<file path="src/rtl/nbs_pkg.sv">
// Shared types for the NAND bus cycle sequencer.
// Assumes: timing fields are 8 bits and latch-to-read gaps are 4 bits wide.
package nbs_pkg;
    localparam int FIELD_W = 8;
    localparam int GAP_W   = 4;

    typedef enum logic [1:0] {
        KIND_CMD   = 2'd0,
        KIND_ADDR  = 2'd1,
        KIND_READ  = 2'd2,
        KIND_WRITE = 2'd3
    } nbs_kind_e;

    typedef enum logic [2:0] {
        PH_IDLE,
        PH_GAP,
        PH_SETUP,
        PH_STROBE,
        PH_HOLD
    } nbs_phase_e;

    // Packed MSB first so that setup lands in bits 7:0 of the word.
    typedef struct packed {
        logic [FIELD_W-1:0] hiz;
        logic [FIELD_W-1:0] hold;
        logic [FIELD_W-1:0] strobe;
        logic [FIELD_W-1:0] setup;
    } nbs_timing_t;

    typedef struct packed {
        logic [GAP_W-1:0] ale_gap;
        logic [GAP_W-1:0] cle_gap;
        logic             wide;
        logic             rb_stall;
        logic             bank_on;
    } nbs_ctrl_t;

    localparam logic [1:0] SEL_DATA_TIM = 2'd0;
    localparam logic [1:0] SEL_CA_TIM   = 2'd1;
    localparam logic [1:0] SEL_CTRL     = 2'd2;
endpackage

</file>
<file path="src/rtl/nbs_cfg.sv">
// Configuration store: two timing words and one control word.
// Assumes: software writes a whole word at a time, and only while idle.
module nbs_cfg
    import nbs_pkg::*;
#(
    parameter logic [31:0]      TIMING_RESET = 32'h0A0A_0A0A,
    parameter logic [GAP_W-1:0] GAP_RESET    = 4'hF
) (
    input  logic        clk,
    input  logic        rst_n,
    input  logic        cfg_we,
    input  logic [1:0]  cfg_sel,
    input  logic [31:0] cfg_wdata,
    output nbs_timing_t data_tim,
    output nbs_timing_t ca_tim,
    output nbs_ctrl_t   ctrl
);

    // Load the selected word on a write strobe.
    always_ff @(posedge clk) begin
        if (!rst_n) begin
            data_tim <= nbs_timing_t'(TIMING_RESET);
            ca_tim   <= nbs_timing_t'(TIMING_RESET);
            ctrl     <= '{ale_gap: GAP_RESET, cle_gap: GAP_RESET,
                          wide: 1'b0, rb_stall: 1'b0, bank_on: 1'b0};
        end else if (cfg_we) begin
            case (cfg_sel)
                SEL_DATA_TIM: data_tim <= nbs_timing_t'(cfg_wdata);
                SEL_CA_TIM:   ca_tim   <= nbs_timing_t'(cfg_wdata);
                SEL_CTRL:     ctrl     <= '{ale_gap:  cfg_wdata[11:8],
                                            cle_gap:  cfg_wdata[7:4],
                                            wide:     cfg_wdata[2],
                                            rb_stall: cfg_wdata[1],
                                            bank_on:  cfg_wdata[0]};
                default: ;
            endcase
        end
    end
endmodule

</file>
<file path="src/rtl/nbs_seq.sv">
// Phase sequencer: optional gap, then setup, strobe and hold, each counted down.
// Assumes: start is only raised in PH_IDLE; a zero field means one cycle.
module nbs_seq
    import nbs_pkg::*;
(
    input  logic               clk,
    input  logic               rst_n,
    input  logic               start,
    input  nbs_timing_t        tim_in,
    input  logic               gap_en,
    input  logic [GAP_W-1:0]   gap_len,
    input  logic               rb_n,
    input  logic               stall_en,
    output nbs_phase_e         phase,
    output logic [FIELD_W-1:0] hiz_q,
    output logic               strobe_end,
    output logic               access_end
);

    nbs_timing_t        tim_q;
    logic [FIELD_W-1:0] cnt;
    logic               cnt_zero;

    // Remaining-cycle load value for a field: zero and one both give one cycle.
    function automatic logic [FIELD_W-1:0] span(input logic [FIELD_W-1:0] v);
        return (v == '0) ? '0 : v - 1'b1;
    endfunction

    assign cnt_zero   = (cnt == '0);
    assign strobe_end = (phase == PH_STROBE) && cnt_zero && !(stall_en && !rb_n);
    assign access_end = (phase == PH_HOLD) && cnt_zero;
    assign hiz_q      = tim_q.hiz;

    // Advance through the phases and count each one down.
    always_ff @(posedge clk) begin
        if (!rst_n) begin
            phase <= PH_IDLE;
            cnt   <= '0;
            tim_q <= '0;
        end else begin
            case (phase)
                PH_IDLE: begin
                    if (start) begin
                        tim_q <= tim_in;
                        if (gap_en) begin
                            phase <= PH_GAP;
                            cnt   <= {{(FIELD_W-GAP_W){1'b0}}, gap_len};
                        end else begin
                            phase <= PH_SETUP;
                            cnt   <= span(tim_in.setup);
                        end
                    end
                end
                PH_GAP: begin
                    if (cnt_zero) begin
                        phase <= PH_SETUP;
                        cnt   <= span(tim_q.setup);
                    end else begin
                        cnt <= cnt - 1'b1;
                    end
                end
                PH_SETUP: begin
                    if (cnt_zero) begin
                        phase <= PH_STROBE;
                        cnt   <= span(tim_q.strobe);
                    end else begin
                        cnt <= cnt - 1'b1;
                    end
                end
                PH_STROBE: begin
                    if (strobe_end) begin
                        phase <= PH_HOLD;
                        cnt   <= span(tim_q.hold);
                    end else if (!cnt_zero) begin
                        cnt <= cnt - 1'b1;
                    end
                end
                PH_HOLD: begin
                    if (cnt_zero) begin
                        phase <= PH_IDLE;
                    end else begin
                        cnt <= cnt - 1'b1;
                    end
                end
                default: phase <= PH_IDLE;
            endcase
        end
    end
endmodule

</file>
<file path="src/rtl/nbs_pins.sv">
// Pin stage: decodes strobes from the phase, times the bus output enable,
// and captures read data.
// Assumes: at least one idle cycle separates two accesses, which clears the
// elapsed counter.
module nbs_pins
    import nbs_pkg::*;
#(
    parameter int DQ_W      = 16,
    parameter int ELAPSED_W = 10
) (
    input  logic               clk,
    input  logic               rst_n,
    input  nbs_phase_e         phase,
    input  nbs_kind_e          kind_q,
    input  logic [DQ_W-1:0]    wdata_q,
    input  logic [FIELD_W-1:0] hiz,
    input  logic               wide_q,
    input  logic               strobe_end,
    input  logic [DQ_W-1:0]    dq_i,
    output logic               ce_n,
    output logic               cle,
    output logic               ale,
    output logic               re_n,
    output logic               we_n,
    output logic [DQ_W-1:0]    dq_o,
    output logic               dq_oe,
    output logic [DQ_W-1:0]    rd_data
);

    localparam int                   BYTE_W      = DQ_W / 2;
    localparam logic [ELAPSED_W-1:0] ELAPSED_MAX = '1;

    logic                 framed;
    logic                 drives_bus;
    logic [ELAPSED_W-1:0] elapsed;
    logic [ELAPSED_W-1:0] oe_at;

    assign framed     = (phase == PH_SETUP) || (phase == PH_STROBE) || (phase == PH_HOLD);
    assign drives_bus = (kind_q != KIND_READ);
    assign oe_at      = {{(ELAPSED_W-FIELD_W){1'b0}}, hiz} + 1'b1;

    assign ce_n  = (phase == PH_IDLE);
    assign cle   = framed && (kind_q == KIND_CMD);
    assign ale   = framed && (kind_q == KIND_ADDR);
    assign we_n  = !((phase == PH_STROBE) && drives_bus);
    assign re_n  = !((phase == PH_STROBE) && !drives_bus);
    assign dq_o  = wdata_q;
    assign dq_oe = framed && drives_bus && (elapsed >= oe_at);

    // Count cycles since the first setup cycle, saturating at the top.
    always_ff @(posedge clk) begin
        if (!rst_n || !framed) begin
            elapsed <= '0;
        end else if (elapsed != ELAPSED_MAX) begin
            elapsed <= elapsed + 1'b1;
        end
    end

    // Capture the bus on the final strobe cycle of a read.
    always_ff @(posedge clk) begin
        if (!rst_n) begin
            rd_data <= '0;
        end else if (strobe_end && !drives_bus) begin
            rd_data <= wide_q ? dq_i : {{(DQ_W-BYTE_W){1'b0}}, dq_i[BYTE_W-1:0]};
        end
    end
endmodule

</file>
<file path="src/rtl/nand_cycle_seq.sv">
// Top of the NAND bus cycle sequencer: accepts one request, picks its timing
// word and any gap, and drives one bus access through nbs_seq and nbs_pins.
// Assumes: configuration is rewritten only between accesses.
module nand_cycle_seq
    import nbs_pkg::*;
#(
    parameter int               DQ_W         = 16,
    parameter int               ELAPSED_W    = 10,
    parameter logic [31:0]      TIMING_RESET = 32'h0A0A_0A0A,
    parameter logic [GAP_W-1:0] GAP_RESET    = 4'hF
) (
    input  logic            clk,
    input  logic            rst_n,
    input  logic            cfg_we,
    input  logic [1:0]      cfg_sel,
    input  logic [31:0]     cfg_wdata,
    input  logic            req_valid,
    input  logic [1:0]      req_kind,
    input  logic [DQ_W-1:0] req_wdata,
    output logic            req_ready,
    output logic            done,
    output logic [DQ_W-1:0] rd_data,
    output logic            nand_ce_n,
    output logic            nand_cle,
    output logic            nand_ale,
    output logic            nand_re_n,
    output logic            nand_we_n,
    output logic [DQ_W-1:0] nand_dq_o,
    output logic            nand_dq_oe,
    input  logic [DQ_W-1:0] nand_dq_i,
    input  logic            nand_rb_n
);

    localparam int BYTE_W = DQ_W / 2;

    nbs_timing_t        data_tim;
    nbs_timing_t        ca_tim;
    nbs_timing_t        sel_tim;
    nbs_ctrl_t          ctrl;
    nbs_kind_e          kind_in;
    nbs_kind_e          kind_q;
    nbs_phase_e         phase;
    logic [DQ_W-1:0]    wdata_q;
    logic [DQ_W-1:0]    wdata_shaped;
    logic               wide_q;
    logic               prev_cmd;
    logic               prev_addr;
    logic               start;
    logic               gap_en;
    logic [GAP_W-1:0]   gap_len;
    logic [FIELD_W-1:0] hiz_q;
    logic               strobe_end;
    logic               access_end;
    logic               rb_stall_en;
    logic               is_data;

    assign kind_in     = nbs_kind_e'(req_kind);
    assign is_data     = (kind_in == KIND_READ) || (kind_in == KIND_WRITE);
    assign req_ready   = (phase == PH_IDLE) && ctrl.bank_on;
    assign start       = req_ready && req_valid;
    assign sel_tim     = is_data ? data_tim : ca_tim;
    assign gap_en      = (kind_in == KIND_READ) && (prev_cmd || prev_addr);
    assign gap_len     = prev_cmd ? ctrl.cle_gap : ctrl.ale_gap;
    assign done        = access_end;
    assign rb_stall_en = ctrl.rb_stall;

    // Narrow everything except a wide data write down to the low byte.
    assign wdata_shaped = (is_data && ctrl.wide) ? req_wdata
                        : {{(DQ_W-BYTE_W){1'b0}}, req_wdata[BYTE_W-1:0]};

    // Latch the request and remember whether it was a latch cycle.
    always_ff @(posedge clk) begin
        if (!rst_n) begin
            kind_q    <= KIND_CMD;
            wdata_q   <= '0;
            wide_q    <= 1'b0;
            prev_cmd  <= 1'b0;
            prev_addr <= 1'b0;
        end else if (start) begin
            kind_q    <= kind_in;
            wdata_q   <= wdata_shaped;
            wide_q    <= ctrl.wide;
            prev_cmd  <= (kind_in == KIND_CMD);
            prev_addr <= (kind_in == KIND_ADDR);
        end
    end

    nbs_cfg #(
        .TIMING_RESET (TIMING_RESET),
        .GAP_RESET    (GAP_RESET)
    ) i_cfg (
        .clk       (clk),
        .rst_n     (rst_n),
        .cfg_we    (cfg_we),
        .cfg_sel   (cfg_sel),
        .cfg_wdata (cfg_wdata),
        .data_tim  (data_tim),
        .ca_tim    (ca_tim),
        .ctrl      (ctrl)
    );

    nbs_seq i_seq (
        .clk        (clk),
        .rst_n      (rst_n),
        .start      (start),
        .tim_in     (sel_tim),
        .gap_en     (gap_en),
        .gap_len    (gap_len),
        .rb_n       (nand_rb_n),
        .stall_en   (ctrl.rb_stall),
        .phase      (phase),
        .hiz_q      (hiz_q),
        .strobe_end (strobe_end),
        .access_end (access_end)
    );

    nbs_pins #(
        .DQ_W      (DQ_W),
        .ELAPSED_W (ELAPSED_W)
    ) i_pins (
        .clk        (clk),
        .rst_n      (rst_n),
        .phase      (phase),
        .kind_q     (kind_q),
        .wdata_q    (wdata_q),
        .hiz        (hiz_q),
        .wide_q     (wide_q),
        .strobe_end (strobe_end),
        .dq_i       (nand_dq_i),
        .ce_n       (nand_ce_n),
        .cle        (nand_cle),
        .ale        (nand_ale),
        .re_n       (nand_re_n),
        .we_n       (nand_we_n),
        .dq_o       (nand_dq_o),
        .dq_oe      (nand_dq_oe),
        .rd_data    (rd_data)
    );
endmodule

</file>
<file path="config.mk">
export PLATFORM = sky130hd
export DESIGN_NAME = nand_cycle_seq
export DESIGN_NICKNAME = d
export VERILOG_FILES = /design/src/rtl/nbs_pkg.sv /design/src/rtl/nbs_cfg.sv /design/src/rtl/nbs_seq.sv /design/src/rtl/nbs_pins.sv /design/src/rtl/nand_cycle_seq.sv
export SDC_FILE = /design/constraint.sdc
export NUM_CORES = 1
export LEC_CHECK = 0
export BUFFER_PORTS_ARGS = -buffer_cell sky130_fd_sc_hd__buf_4
export CAP_MARGIN = 10
export CELL_PAD_IN_SITES_DETAIL_PLACEMENT = 0
export CELL_PAD_IN_SITES_GLOBAL_PLACEMENT = 1
export CORE_MARGIN = 2
export CORE_UTILIZATION = 30
export DETAILED_ROUTE_END_ITERATION = 10
export PLACE_DENSITY = 0.55
export SLEW_MARGIN = 20
export SYNTH_ARGS = -nofsm -noshare
export SYNTH_HDL_FRONTEND = slang
export SYNTH_SLANG_ARGS = --single-unit
</file>
<file path="constraint.sdc">
create_clock -name clk -period 3.55 [get_ports clk]
set_input_delay 0.71 -clock clk [delete_from_list [all_inputs] [get_ports clk]]
set_output_delay 0.71 -clock clk [all_outputs]
set_load 0.005 [all_outputs]
</file>
# Yosys cells after proc, flatten, opt, wreduce, memory -nomap -nowiden
# Cells that the tools add are included.
[classes] add_sub_neg=7 order_cmp=1 eq_ne=17 muxes=22 n_reduce_logical=43
[op_table] op="two-way mux 8 bit" n=10
[op_table] op="zero test 8 bit" n=5
[op_table] op="one-hot mux 8 bit (5 select lines)" n=1
[op_table] op="subtractor 8 x 1 -> 8 bit (second input constant)" n=5
[op_table] op="two-way mux 16 bit" n=2
[op_table] op="two-way mux 32 bit" n=1
[op_table] op="logical AND 1 bit" n=15
[op_table] op="two-way mux 3 bit" n=5
[op_table] op="one-hot mux 3 bit (5 select lines)" n=1
[op_table] op="adder 10 x 1 -> 10 bit (second input constant)" n=1
[op_table] op=">= comparator 10 bit" n=1
[op_table] op="inequality test 10 bit (second input constant)" n=1
[op_table] op="AND reduction 2 bit" n=5
[op_table] op="adder 8 x 1 -> 9 bit (second input constant)" n=1
[op_table] op="zero test 1 bit" n=7
[op_table] op="== test 2 x 1 -> 1 bit (second input constant)" n=3
[op_table] op="== test 2 bit (second input constant)" n=3
[op_table] op="== test 3 x 2 -> 1 bit (second input constant)" n=2
[op_table] op="zero test 2 bit" n=3
[op_table] op="inequality test 2 x 1 -> 1 bit (second input constant)" n=3
[op_table] op="inequality test 2 bit (second input constant)" n=3
[op_table] op="logical OR 1 bit" n=5
[op_table] op="AND reduction 5 bit" n=1
[op_table] op="nonzero test 5 bit" n=1
[op_table] op="5 further kinds" n=5
[totals] ff_bits=165 in_bits=73 output_inout_bits=40 word_cells=116

# Logic depth before layout (Yosys ltp)
# Gate-level depths: netlist of the first run.
[logic_depth] depth_word=8 mapped_depth=11 mapped_depth_nobuf=8

# Hierarchy
# Synthesis of the first run repeated with hierarchy kept, for this count alone.
[unflattened] hier_cells=1005 hier_area_um2=8713.4
[by_module_without_submodules] mod="nbs_cfg" n_inst=1 cells_per_inst=294 area_per_inst_um2=2969.1 seq_area_each_um2=1501.4
[by_module_without_submodules] mod="nbs_seq" n_inst=1 cells_per_inst=376 area_per_inst_um2=2896.5 seq_area_each_um2=860.8
[by_module_without_submodules] mod="nbs_pins" n_inst=1 cells_per_inst=194 area_per_inst_um2=1575.3 seq_area_each_um2=520.5
[by_module_without_submodules] mod="nand_cycle_seq" n_inst=1 cells_per_inst=141 area_per_inst_um2=1272.5 seq_area_each_um2=420.4

# Worst setup path before layout of the first run
# OpenSTA, ideal clock, no wires.
[synth_timing] path_type="input to register" startpoint="input req_kind[1]" endpoint="register i_seq.cnt[6]" setup_time_ns=0.092 t_arrival_ns=2.987 t_required_ns=3.458 path_slack_ns=0.471 path_stages=11 n_path_buf=3 cell_sequence="clkbuf_1 buf_1 buf_2 mux2i_1 ha_1 nor4bb_1 a22oi_1 xor2_1 o21ai_0 o31ai_1 nor4_1"
[synth_via] elab_chain_len=8 elab_cells_between_ends=11 cone_classes="add/sub (1); eq/ne (2); mux (5); reduce/logical (3)"
[synth_lines] item="start, declared" line_no="nand_cycle_seq.sv:18" text="input logic [1:0] req_kind,"
[synth_lines] item="== test 2 bit (on tied branches)" line_no="nand_cycle_seq.sv:58, nand_cycle_seq.sv:62"
[synth_lines] item="logical OR 1 bit" line_no="nand_cycle_seq.sv:58" text="assign is_data = (kind_in == KIND_READ) || (kind_in == KIND_WRITE);"
[synth_lines] item="two-way mux 32 bit" line_no="nand_cycle_seq.sv:61" text="assign sel_tim = is_data ? data_tim : ca_tim;"
[synth_lines] item="subtractor 8 x 1 -> 8 bit / zero test 8 bit (equally long branches)" line_no="nbs_seq.sv:26" text="return (v == '0) ? '0 : v - 1'b1;"
[synth_lines] item="two-way mux 8 bit" line_no="nbs_seq.sv:26"
[synth_lines] item="two-way mux 8 bit (*)" line_no="nbs_seq.sv:45" text="if (gap_en) begin"
[synth_lines] item="two-way mux 8 bit (*)" line_no="nbs_seq.sv:43" text="if (start) begin"
[synth_lines] item="one-hot mux 8 bit (5 select lines) (*)" line_no="nbs_seq.sv:41" text="case (phase)"
[synth_lines] item="end signal, assigned" line_no="nbs_seq.sv:47" text="cnt <= {{(FIELD_W-GAP_W){1'b0}}, gap_len};"
[synth_lines] item="end signal, assigned" line_no="nbs_seq.sv:50" text="cnt <= span(tim_in.setup);"
[synth_lines] item="end signal, assigned" line_no="nbs_seq.sv:57" text="cnt <= span(tim_q.setup);"
[synth_lines] item="end, declared" line_no="nbs_seq.sv:21" text="logic [FIELD_W-1:0] cnt;"
# Mark *: on every way between the ends. The rest lies on a longest branch, timed or not. The select of a mux whose other input is x is not followed.
# A chain may end at the register's enable or synchronous reset.

# Final worst setup path of the first run
[layout_timing] startpoint="register i_seq.tim_q, in the netlist i_seq.hiz_q[0]" endpoint="output nand_dq_oe"
[layout_via] elab_chain_len=3
[layout_lines] item="start, declared" line_no="nbs_seq.sv:20" text="nbs_timing_t tim_q;"
[layout_lines] item="start signal, assigned" line_no="nbs_seq.sv:44" text="tim_q <= tim_in;"
[layout_lines] item="adder 8 x 1 -> 9 bit" line_no="nbs_pins.sv:40" text="assign oe_at = {{(ELAPSED_W-FIELD_W){1'b0}}, hiz} + 1'b1;"
[layout_lines] item=">= comparator 10 bit" line_no="nbs_pins.sv:48" text="assign dq_oe = framed && drives_bus && (elapsed >= oe_at);"
[layout_lines] item="logical AND 1 bit" line_no="nbs_pins.sv:48"
[layout_lines] item="end, declared" line_no="nand_cycle_seq.sv:29" text="output logic nand_dq_oe,"
# No other way between the ends.

==> results.txt, run 1 <==
WHS: 0.4467 ns
Final Worst Setup Slack: 0.3016 ns
Crit path max fanout: 5
Cell Int Power: 3.401 mW
Crit-path cells: ha_1, inv_1, ha_1, a21o_1, a21o_1, a2111oi_0, o21ai_0, and3_1, buf_4
Post-synthesis cell count: 984
Non-Filler Instances: 1,415
Switching Share: 34.13%
Status: finished, final reports clean
Clock power frac: 36.2%
Combinational Power Share: 23.5%
CTS tree: done
Commonest non-fill, non-tap cells in the layout: nand2_1, dfxtp_1, buf_4, a21boi_0, nand3_1
Leakage Power: 4.143 nW
Cell family with most CP delay: compound AO/OA/AOI/OAI gates
Max Cap Viol: 0
CTS Buf Count: 17
Vias in the first global route: 6,769
Final net count: 1,155
Register-to-Register Path Depth: 5
Stages on the worst setup path: 9
First-pass GRT wire length: 37.75 mm
Clock slew at reported path FFs: 0.07 ns
Commonest non-fill, non-tap cell in the layout: nand2_1
Mapped Area: 8069 um2
H-tree levels: 4
Dpl cells: 1,383
Max incr delay on CP: 0.43 ns
Hold path depth: 2
Largest cells by area after synthesis: dfxtp_1, nand2_1, a21boi_0, mux2i_1, o211a_1
Post-Synth Simple-Gate Area: 24.07%
Register bit total from synthesis: 165
Syn-to-layout area delta: 21.54%
Yosys top cell area share: 40.94%
Largest family of logic cells by synthesized area: simple AND/OR/NAND/NOR gates
Starting Density: 30.28%
DRC viols: 0
ANT nets after route: 0
Synth Area in Compound Gates: 18.90%
Final Hold Viols: 0
# port buffers: 112
Hold Buf Count CTS: 0
Global Route Usage Sum: 16.80%
DR WL/cell: 16.67 um
Crit path capture type: output pin
Clock skew: 0.01481 ns
Headroom to the max-slew limit: 44.84%
RSZ-0062 raised after global routing: no
Crit-path slowest cell: a2111oi_0
Synth Warn #: 0
Vias post-DR: 7,040
TNS Setup: 0 ns
Share of layout cells above drive strength 1: 15.36%
WP data required: 2.84 ns
Fin util: 36.80%
Worst slew pin tran: 0.8274 ns
I/O pin cnt: 113
Floorplan row count: 60
Drt initial violations: 397
Clock Path Buffers: 2
Die span in y: 168 um
Seq pwr share: 40.3%
Pre-Repair DR Iteration Count: 5
GPL Wtd Cong: 0.8208
Die Area: 28,220 um2
Yosys cell types: 59
Max IR drop VDD: 0.2934 mV
DP HPWL: 16.32 mm
Skew-Pair Late Insertion Delay: 0.43 ns
Final Cycle Share: 91.50%
Largest area contributor in the netlist: dfxtp_1
Fin. max-slew vios: 0
Core Footprint: 26,650 um2
Post-synthesis xor/xnor area fraction: 3.799%
Post-CTS resize count: 0
Placed Area: 9194 um2
Number of antenna violations at the first check in global routing: 0
DIE WIDTH: 168 um
Fmax: 307.8 MHz
Antenna diodes: 0
Most used DFF post-synth: dfxtp_1
Fraction of the yosys area taken by sequential cells: 40.94%
Vias/cell: 4.975
Asr flop ratio synth: 0%
Largest net degree at the start of global routing: 71
Final setup fails: 0
Tot Pwr: 5.163 mW
Clock sinks: 165
Worst hold path type: reg -> reg
Mux share of post-synthesis cell area: 4.869%
Critical path launch point type: register
Post-CTS setup buffer count: 0
CP Class: reg -> out
Syn avg cell area: 8.200 um2
Total gr overflow: 0
Pre-CTS setup slack: 0.6699 ns
Fill cells: 2,829
Post-route cell area: 9807 um2
WP buf/inv: 2
Adder-Cell Fraction of Synth Area: 3.256%
Switching power: 1.762 mW
Routed wire length: 23.59 mm
Final min period: 3.248 ns
CTS Root Cell: clkbuf_16
EDFF count, synth: 0
Pwr per Cell Area: 526.5 nW/um2
Post-synthesis net count: 1,078
Worst EP arrival: 2.54 ns
==> path summary, 6_finish.rpt <==
path	startpoint	end	slack, ns
worst max-delay path	i_seq.hiz_q[0]	nand_dq_oe	0.30
worst min-delay path	i_pins.rd_data[4]	i_pins.rd_data[4]	0.45
worst max register to register	i_seq.cnt[4]	i_pins.rd_data[10]	0.99
worst min register to register	i_pins.rd_data[4]	i_pins.rd_data[4]	0.45
==> worst reg2reg max path, delay by kind of cell, from the launching register on <==
| kind | cells | cell delay (ns) |
|---|---|---|
| AOI/OAI and AO/OA | 1 | 0.16 |
| DFF | 1 | 0.37 |
| and+or+nand+nor | 4 | 1.95 |
==> state kept, by name (all words and copies together) (netlist names) <==
| register | flops |
|---|---|
| i_cfg.data_tim | 32 |
| kind_q | 2 |
| i_cfg.ctrl | 11 |
| prev_addr | 1 |
| prev_cmd | 1 |
| i_seq.cnt | 8 |
| wide_q | 1 |
| i_cfg.ca_tim | 32 |
| i_seq.hiz_q | 8 |
| i_pins.rd_data | 16 |
| i_seq.tim_q | 24 |
| i_pins.elapsed | 10 |
| wdata_q | 16 |
| i_seq.phase | 3 |
==> area by class of cell <==
type / count / area (um2) / share of cell area [%]
multi-input cells: 735 / 4436 / 45.23
flip-flops and latches: 165 / 3303 / 33.68
repair buffers: 122 / 953.4 / 9.722
well taps: 341 / 426.7 / 4.351
clock buffers: 17 / 425.4 / 4.338
clock inverters: 15 / 187.7 / 1.914
inverters: 20 / 75.07 / 0.7655
==> synthesized netlist by cell type, types with 3 or more instances <==
master / count
nor3b_1: 13
nand4_1: 11
ha_1: 21
nor2_1: 38
clkbuf_1: 53
buf_2: 5
nand3b_1: 4
mux2i_1: 37
or3_1: 6
o211a_1: 31
xnor2_1: 19
nand2_1: 256
o221ai_1: 5
nand3_1: 50
a31oi_1: 7
a21boi_1: 16
a21boi_0: 64
nor4_1: 7
o21ai_0: 17
a21oi_1: 28
o21ai_1: 4
nand2b_1: 6
xor2_1: 16
nor3_1: 18
dfxtp_1: 165
and3_1: 6
o31ai_1: 3
buf_1: 4
nor2b_1: 4
o211ai_1: 3
inv_1: 20
o22ai_1: 11
==> power groups by stage <==
stage | clock, mW | combinational, mW | sequential, mW
finish | 1.87 | 1.21 | 2.08
global route | 2.01 | 1.36 | 2.10
CTS | 1.93 | 1.23 | 2.08
detailed placement | 0 | 1.22 | 2.13
global placement | 0 | 1.23 | 2.13
floorplan | 0 | 0.891 | 2.07
==> metal layers <==
metal	global-route usage [%]	vias up	share of wire (%)
li1	-	3573	-
met1	24.69	3297	53
met2	24.99	158	41
met3	3.268	12	4.6
met4	4.499	0	1.1
met5	0	-	0
==> cell families (layout without fill, tap and decap cells) <==
family / after synthesis / after routing
AO/OA/AOI/OAI: 208 / 208
XOR/XNOR: 35 / 35
adder cells (fa/ha/maj): 21 / 21
buffers and inverters: 84 / 174
flip-flops: 165 / 165
multiplexers: 39 / 39
AND/OR/NAND/NOR: 432 / 432
(Power assumes the default switching activity.)
==> inputs of run 2 (changes only) <==
==> constraint.sdc (replaced) <==
create_clock -name clk -period 3.6 [get_ports clk]
set_input_delay 0.72 -clock clk [delete_from_list [all_inputs] [get_ports clk]]
set_output_delay 0.72 -clock clk [all_outputs]
set_load 0.005 [all_outputs]
==> results.txt, run 2 (synthesized netlist as in run 1, its figures left out) <==
Die Area: 28,220 um2
I/O pin cnt: 113
Crit-path slowest cell: a2111oi_0
Worst hold path type: reg -> reg
Final setup fails: 0
ANT nets after route: 0
Vias post-DR: 7,028
Worst slew pin tran: 0.8380 ns
Worst reg-to-reg setup slack: 1.05 ns
DR WL/cell: 16.69 um
TNS Setup: 0 ns
Clock Path Buffers: 2
Fill cells: 2,772
CP Class: reg -> out
Antenna diodes: 0
Vias/cell: 4.967
Clock sinks: 165
Worst EP arrival: 2.50 ns
Fmax: 310.5 MHz
First-pass GRT wire length: 38.19 mm
Commonest non-fill, non-tap cells in the layout: nand2_1, dfxtp_1, buf_4, a21boi_0, nand3_1
Final net count: 1,155
Hold Buf Count CTS: 0
DP HPWL: 16.21 mm
RSZ-0062 raised after global routing: no
Leakage Power: 4.148 nW
Max IR drop VDD: 0.2236 mV
GPL Wtd Cong: 0.7830
H-tree levels: 4
Global Route Usage Sum: 16.95%
Post-CTS setup buffer count: 0
Crit path max fanout: 5
Max Cap Viol: 0
Headroom to the max-slew limit: 44.13%
Share of layout cells above drive strength 1: 15.36%
Clock skew: 0.01410 ns
Number of antenna violations at the first check in global routing: 0
Crit-path cells: ha_1, inv_1, ha_1, a21o_1, a21o_1, a2111oi_0, o21ai_0, and3_1, buf_4
Clock slew at reported path FFs: 0.07 ns
# port buffers: 112
Hold path depth: 2
Critical path launch point type: register
Vias in the first global route: 6,848
Pwr per Cell Area: 525.9 nW/um2
Fin. max-slew vios: 0
Core Footprint: 26,650 um2
Placed Area: 9181 um2
DRC viols: 0
Syn-to-layout area delta: 21.20%
DIE WIDTH: 168 um
CTS Root Cell: clkbuf_16
Biggest regs: i_cfg.ca_tim x32, i_cfg.data_tim x32, i_seq.tim_q x24
Die span in y: 168 um
Skew-Pair Late Insertion Delay: 0.43 ns
CTS Buf Count: 17
Starting Density: 30.28%
Final Cycle Share: 89.47%
Register-to-Register Path Depth: 5
Pre-Repair DR Iteration Count: 5
Crit path capture type: output pin
Post-CTS resize count: 0
Floorplan row count: 60
Largest net degree at the start of global routing: 89
Fin util: 36.69%
WHS: 0.4514 ns
Final Hold Viols: 0
Total gr overflow: 0
WP data required: 2.88 ns
CTS tree: done
Status: finished, final reports clean
Routed wire length: 23.62 mm
Post-route cell area: 9779 um2
Final min period: 3.221 ns
Commonest non-fill, non-tap cell in the layout: nand2_1
Max incr delay on CP: 0.38 ns
Drt initial violations: 389
-- run 2: critical path, delay by kind of cell, from the launching register on --
family,cells,cell delay [ns]
and+or+nand+nor,1,0.19
AOI/OAI and AO/OA,4,0.81
DFF,1,0.35
buffers and inverters,2,0.17
adders and majority gates,2,0.55
-- run 2: final timing paths --
kind	start	end
worst max-delay path	i_seq.hiz_q[0]	nand_dq_oe
worst min-delay path	i_pins.rd_data[8]	i_pins.rd_data[8]
worst max register to register	i_seq.cnt[4]	i_pins.rd_data[10]
worst min register to register	i_pins.rd_data[8]	i_pins.rd_data[8]
-- run 2: layout make-up --
type	count	area, um2	area share (%)
Sequential cell	165	3303	33.78
Timing Repair Buffer	122	940.9	9.621
Multi-Input combinational cell	735	4436	45.36
Clock buffer	18	439.2	4.491
Inverter	20	75.07	0.7677
Clock inverter	14	158.9	1.625
Tap cell	341	426.7	4.363
-- run 2: through the flow --
step           power, mW  std cells  setup WS, ns
5_1_grt            5.423       1415        0.1705
3_3_place_gp       3.313       1383        0.7812
6_report           5.143       1415        0.3791
4_1_cts            5.196       1415        0.3345
2_1_floorplan      2.917        984        0.5115
3_5_place_dp       3.287       1383        0.7164
-- run 2: report_power, final --
part	switching (mW)	internal, mW
logic	0.710	0.485
clock network	0.830	1.06
registers	0.129	1.93
-- run 2: per-layer routing --
| layer | global-route usage (%) | share of wire (%) |
|---|---|---|
| met3 | 3.315 | 3.7 |
| met5 | 0 | 0 |
| met4 | 4.234 | 0.95 |
| met1 | 24.93 | 54 |
| met2 | 25.33 | 41 |
==> inputs of run 3 (changes only) <==
==> constraint.sdc (replaced) <==
create_clock -name clk -period 4.1 [get_ports clk]
set_input_delay 0.82 -clock clk [delete_from_list [all_inputs] [get_ports clk]]
set_output_delay 0.82 -clock clk [all_outputs]
set_load 0.005 [all_outputs]
==> results.txt, run 3 (synthesized netlist as in run 1, its figures left out) <==
Drt initial violations: 408
Hold path depth: 2
Antenna diodes: 0
CP Launch Point: i_seq.hiz_q[0]
Worst slew pin tran: 0.8638 ns
Vias/cell: 4.914
ANT nets after route: 0
Leakage Power: 4.120 nW
Max Cap Viol: 0
DP HPWL: 16.21 mm
CP Class: reg -> out
Crit path max fanout: 5
Crit path capture type: output pin
Global Route Usage Sum: 17.03%
Pre-Repair DR Iteration Count: 4
Max incr delay on CP: 0.35 ns
First-pass GRT wire length: 38.18 mm
DRC viols: 0
Number of antenna violations at the first check in global routing: 0
Fmax: 305.1 MHz
Routed wire length: 23.66 mm
Vias post-DR: 6,944
Final min period: 3.278 ns
Hold Buf Count CTS: 0
# port buffers: 112
Starting Density: 30.28%
Clock skew: 0.01189 ns
Syn-to-layout area delta: 20.73%
Clock slew at reported path FFs: 0.07 ns
Fin. max-slew vios: 0
Fill cells: 2,865
Final net count: 1,154
Final setup fails: 0
Clock Path Buffers: 2
Crit-path cells: ha_1, inv_1, ha_1, a21o_1, a21o_1, a2111oi_0, o21ai_0, and3_1, buf_4
Die Area: 28,220 um2
Post-CTS resize count: 0
Clock sinks: 165
Biggest regs: i_cfg.ca_tim x32, i_cfg.data_tim x32, i_seq.tim_q x24
WP buf/inv: 2
Total gr overflow: 0
Share of layout cells above drive strength 1: 15.30%
Die span in y: 168 um
Worst EP arrival: 2.46 ns
Register-to-Register Path Depth: 6
GPL Wtd Cong: 0.8047
Critical path launch point type: register
I/O pin cnt: 113
DIE WIDTH: 168 um
TNS Setup: 0 ns
Status: finished, final reports clean
Vias in the first global route: 6,805
Final Worst Setup Slack: 0.8220 ns
Skew-Pair Late Insertion Delay: 0.43 ns
Post-CTS setup buffer count: 0
CTS tree: done
RSZ-0062 raised after global routing: no
Max IR drop VDD: 0.2286 mV
Cell family with most CP delay: compound AO/OA/AOI/OAI gates
WP data required: 3.28 ns
Final Cycle Share: 79.95%
Stages on the worst setup path: 9
Pwr per Cell Area: 458.3 nW/um2
Worst hold path type: reg -> reg
Pre-CTS setup slack: 1.063 ns
DR WL/cell: 16.74 um
Hold Crit Start: i_pins.rd_data[7]
H-tree levels: 4
Core Footprint: 26,650 um2
CTS Buf Count: 17
Headroom to the max-slew limit: 42.41%
Largest net degree at the start of global routing: 56
Floorplan row count: 60
Critical R2R Launch: i_seq.phase[1]
CTS Root Cell: clkbuf_16
Commonest non-fill, non-tap cells in the layout: nand2_1, dfxtp_1, buf_4, a21boi_0, nand3_1
Final Hold Viols: 0
Crit-path slowest cell: a2111oi_0
Commonest non-fill, non-tap cell in the layout: nand2_1
==> run 3: changes by cell type in the layout (fill, tap and decap cells not counted) <==
cell | before | now
and3b_1 | 2 | 1
and3b_2 | 0 | 1
buf_12 | 2 | 1
clkbuf_8 | 1 | 0
clkinv_4 | 1 | 3
clkinvlp_4 | 0 | 2
inv_6 | 6 | 3
inv_8 | 2 | 1
==> run 3: layout make-up <==
cell class	count	area [um2]	share of cell area (%)
inverters	20	75.07	0.7706
flip-flops and latches	165	3303	33.91
multi-input cells	735	4437	45.54
clock inverters	14	153.9	1.580
repair buffers	121	920.9	9.453
clock buffers	17	425.4	4.367
well taps	341	426.7	4.380
==> run 3: routing by layer <==
layer  vias to the layer above  GRT usage (%)  share of wire (%)  wire, um
met1                      3209          25.13                 52     12350
met5                         -              0                  0         0
met2                       149          24.97                 41      9777
li1                       3566              -                  -         -
met3                        20          3.550                5.1      1202
met4                         0          4.726                1.4       322
==> run 3: worst reg2reg max path: stages (launching register included) <==
cell and delay [ns]:
dfxtp_1 0.61, nor2b_1 0.46, nor3b_1 0.44, o21ai_1 0.29
o22ai_1 0.30, o31ai_1 0.10, a2111oi_0 0.33
==> run 3: path summary, 6_finish.rpt <==
check                                          to  slack (ns)
worst min-delay path            i_pins.rd_data[7]        0.45
worst max register to register       i_seq.cnt[3]        1.46
worst min register to register  i_pins.rd_data[7]        0.45
worst max-delay path                   nand_dq_oe        0.82
==> run 3: report_power, final <==
part	internal [mW]	switching, mW	leakage (nW)	total [mW]
registers	1.69	0.115	1.34	1.81
clock network	0.904	0.717	0.282	1.62
logic	0.419	0.618	2.50	1.04
==> run 3: stage by stage <==
step | power [mW] | utilization (%) | std cells | hold slack (ns) | cell area (um2)
2_1_floorplan | 2.561 | - | 984 | 0.4389 | 8069
3_3_place_gp | 2.894 | 34.38 | 1382 | 0.4393 | 9163
3_5_place_dp | 2.887 | 34.38 | 1382 | 0.4469 | 9163
4_1_cts | 4.528 | 36.55 | 1413 | 0.4566 | 9742
5_1_grt | 4.719 | 36.55 | 1413 | 0.4698 | 9742
6_report | 4.464 | 36.55 | 1413 | 0.4524 | 9742
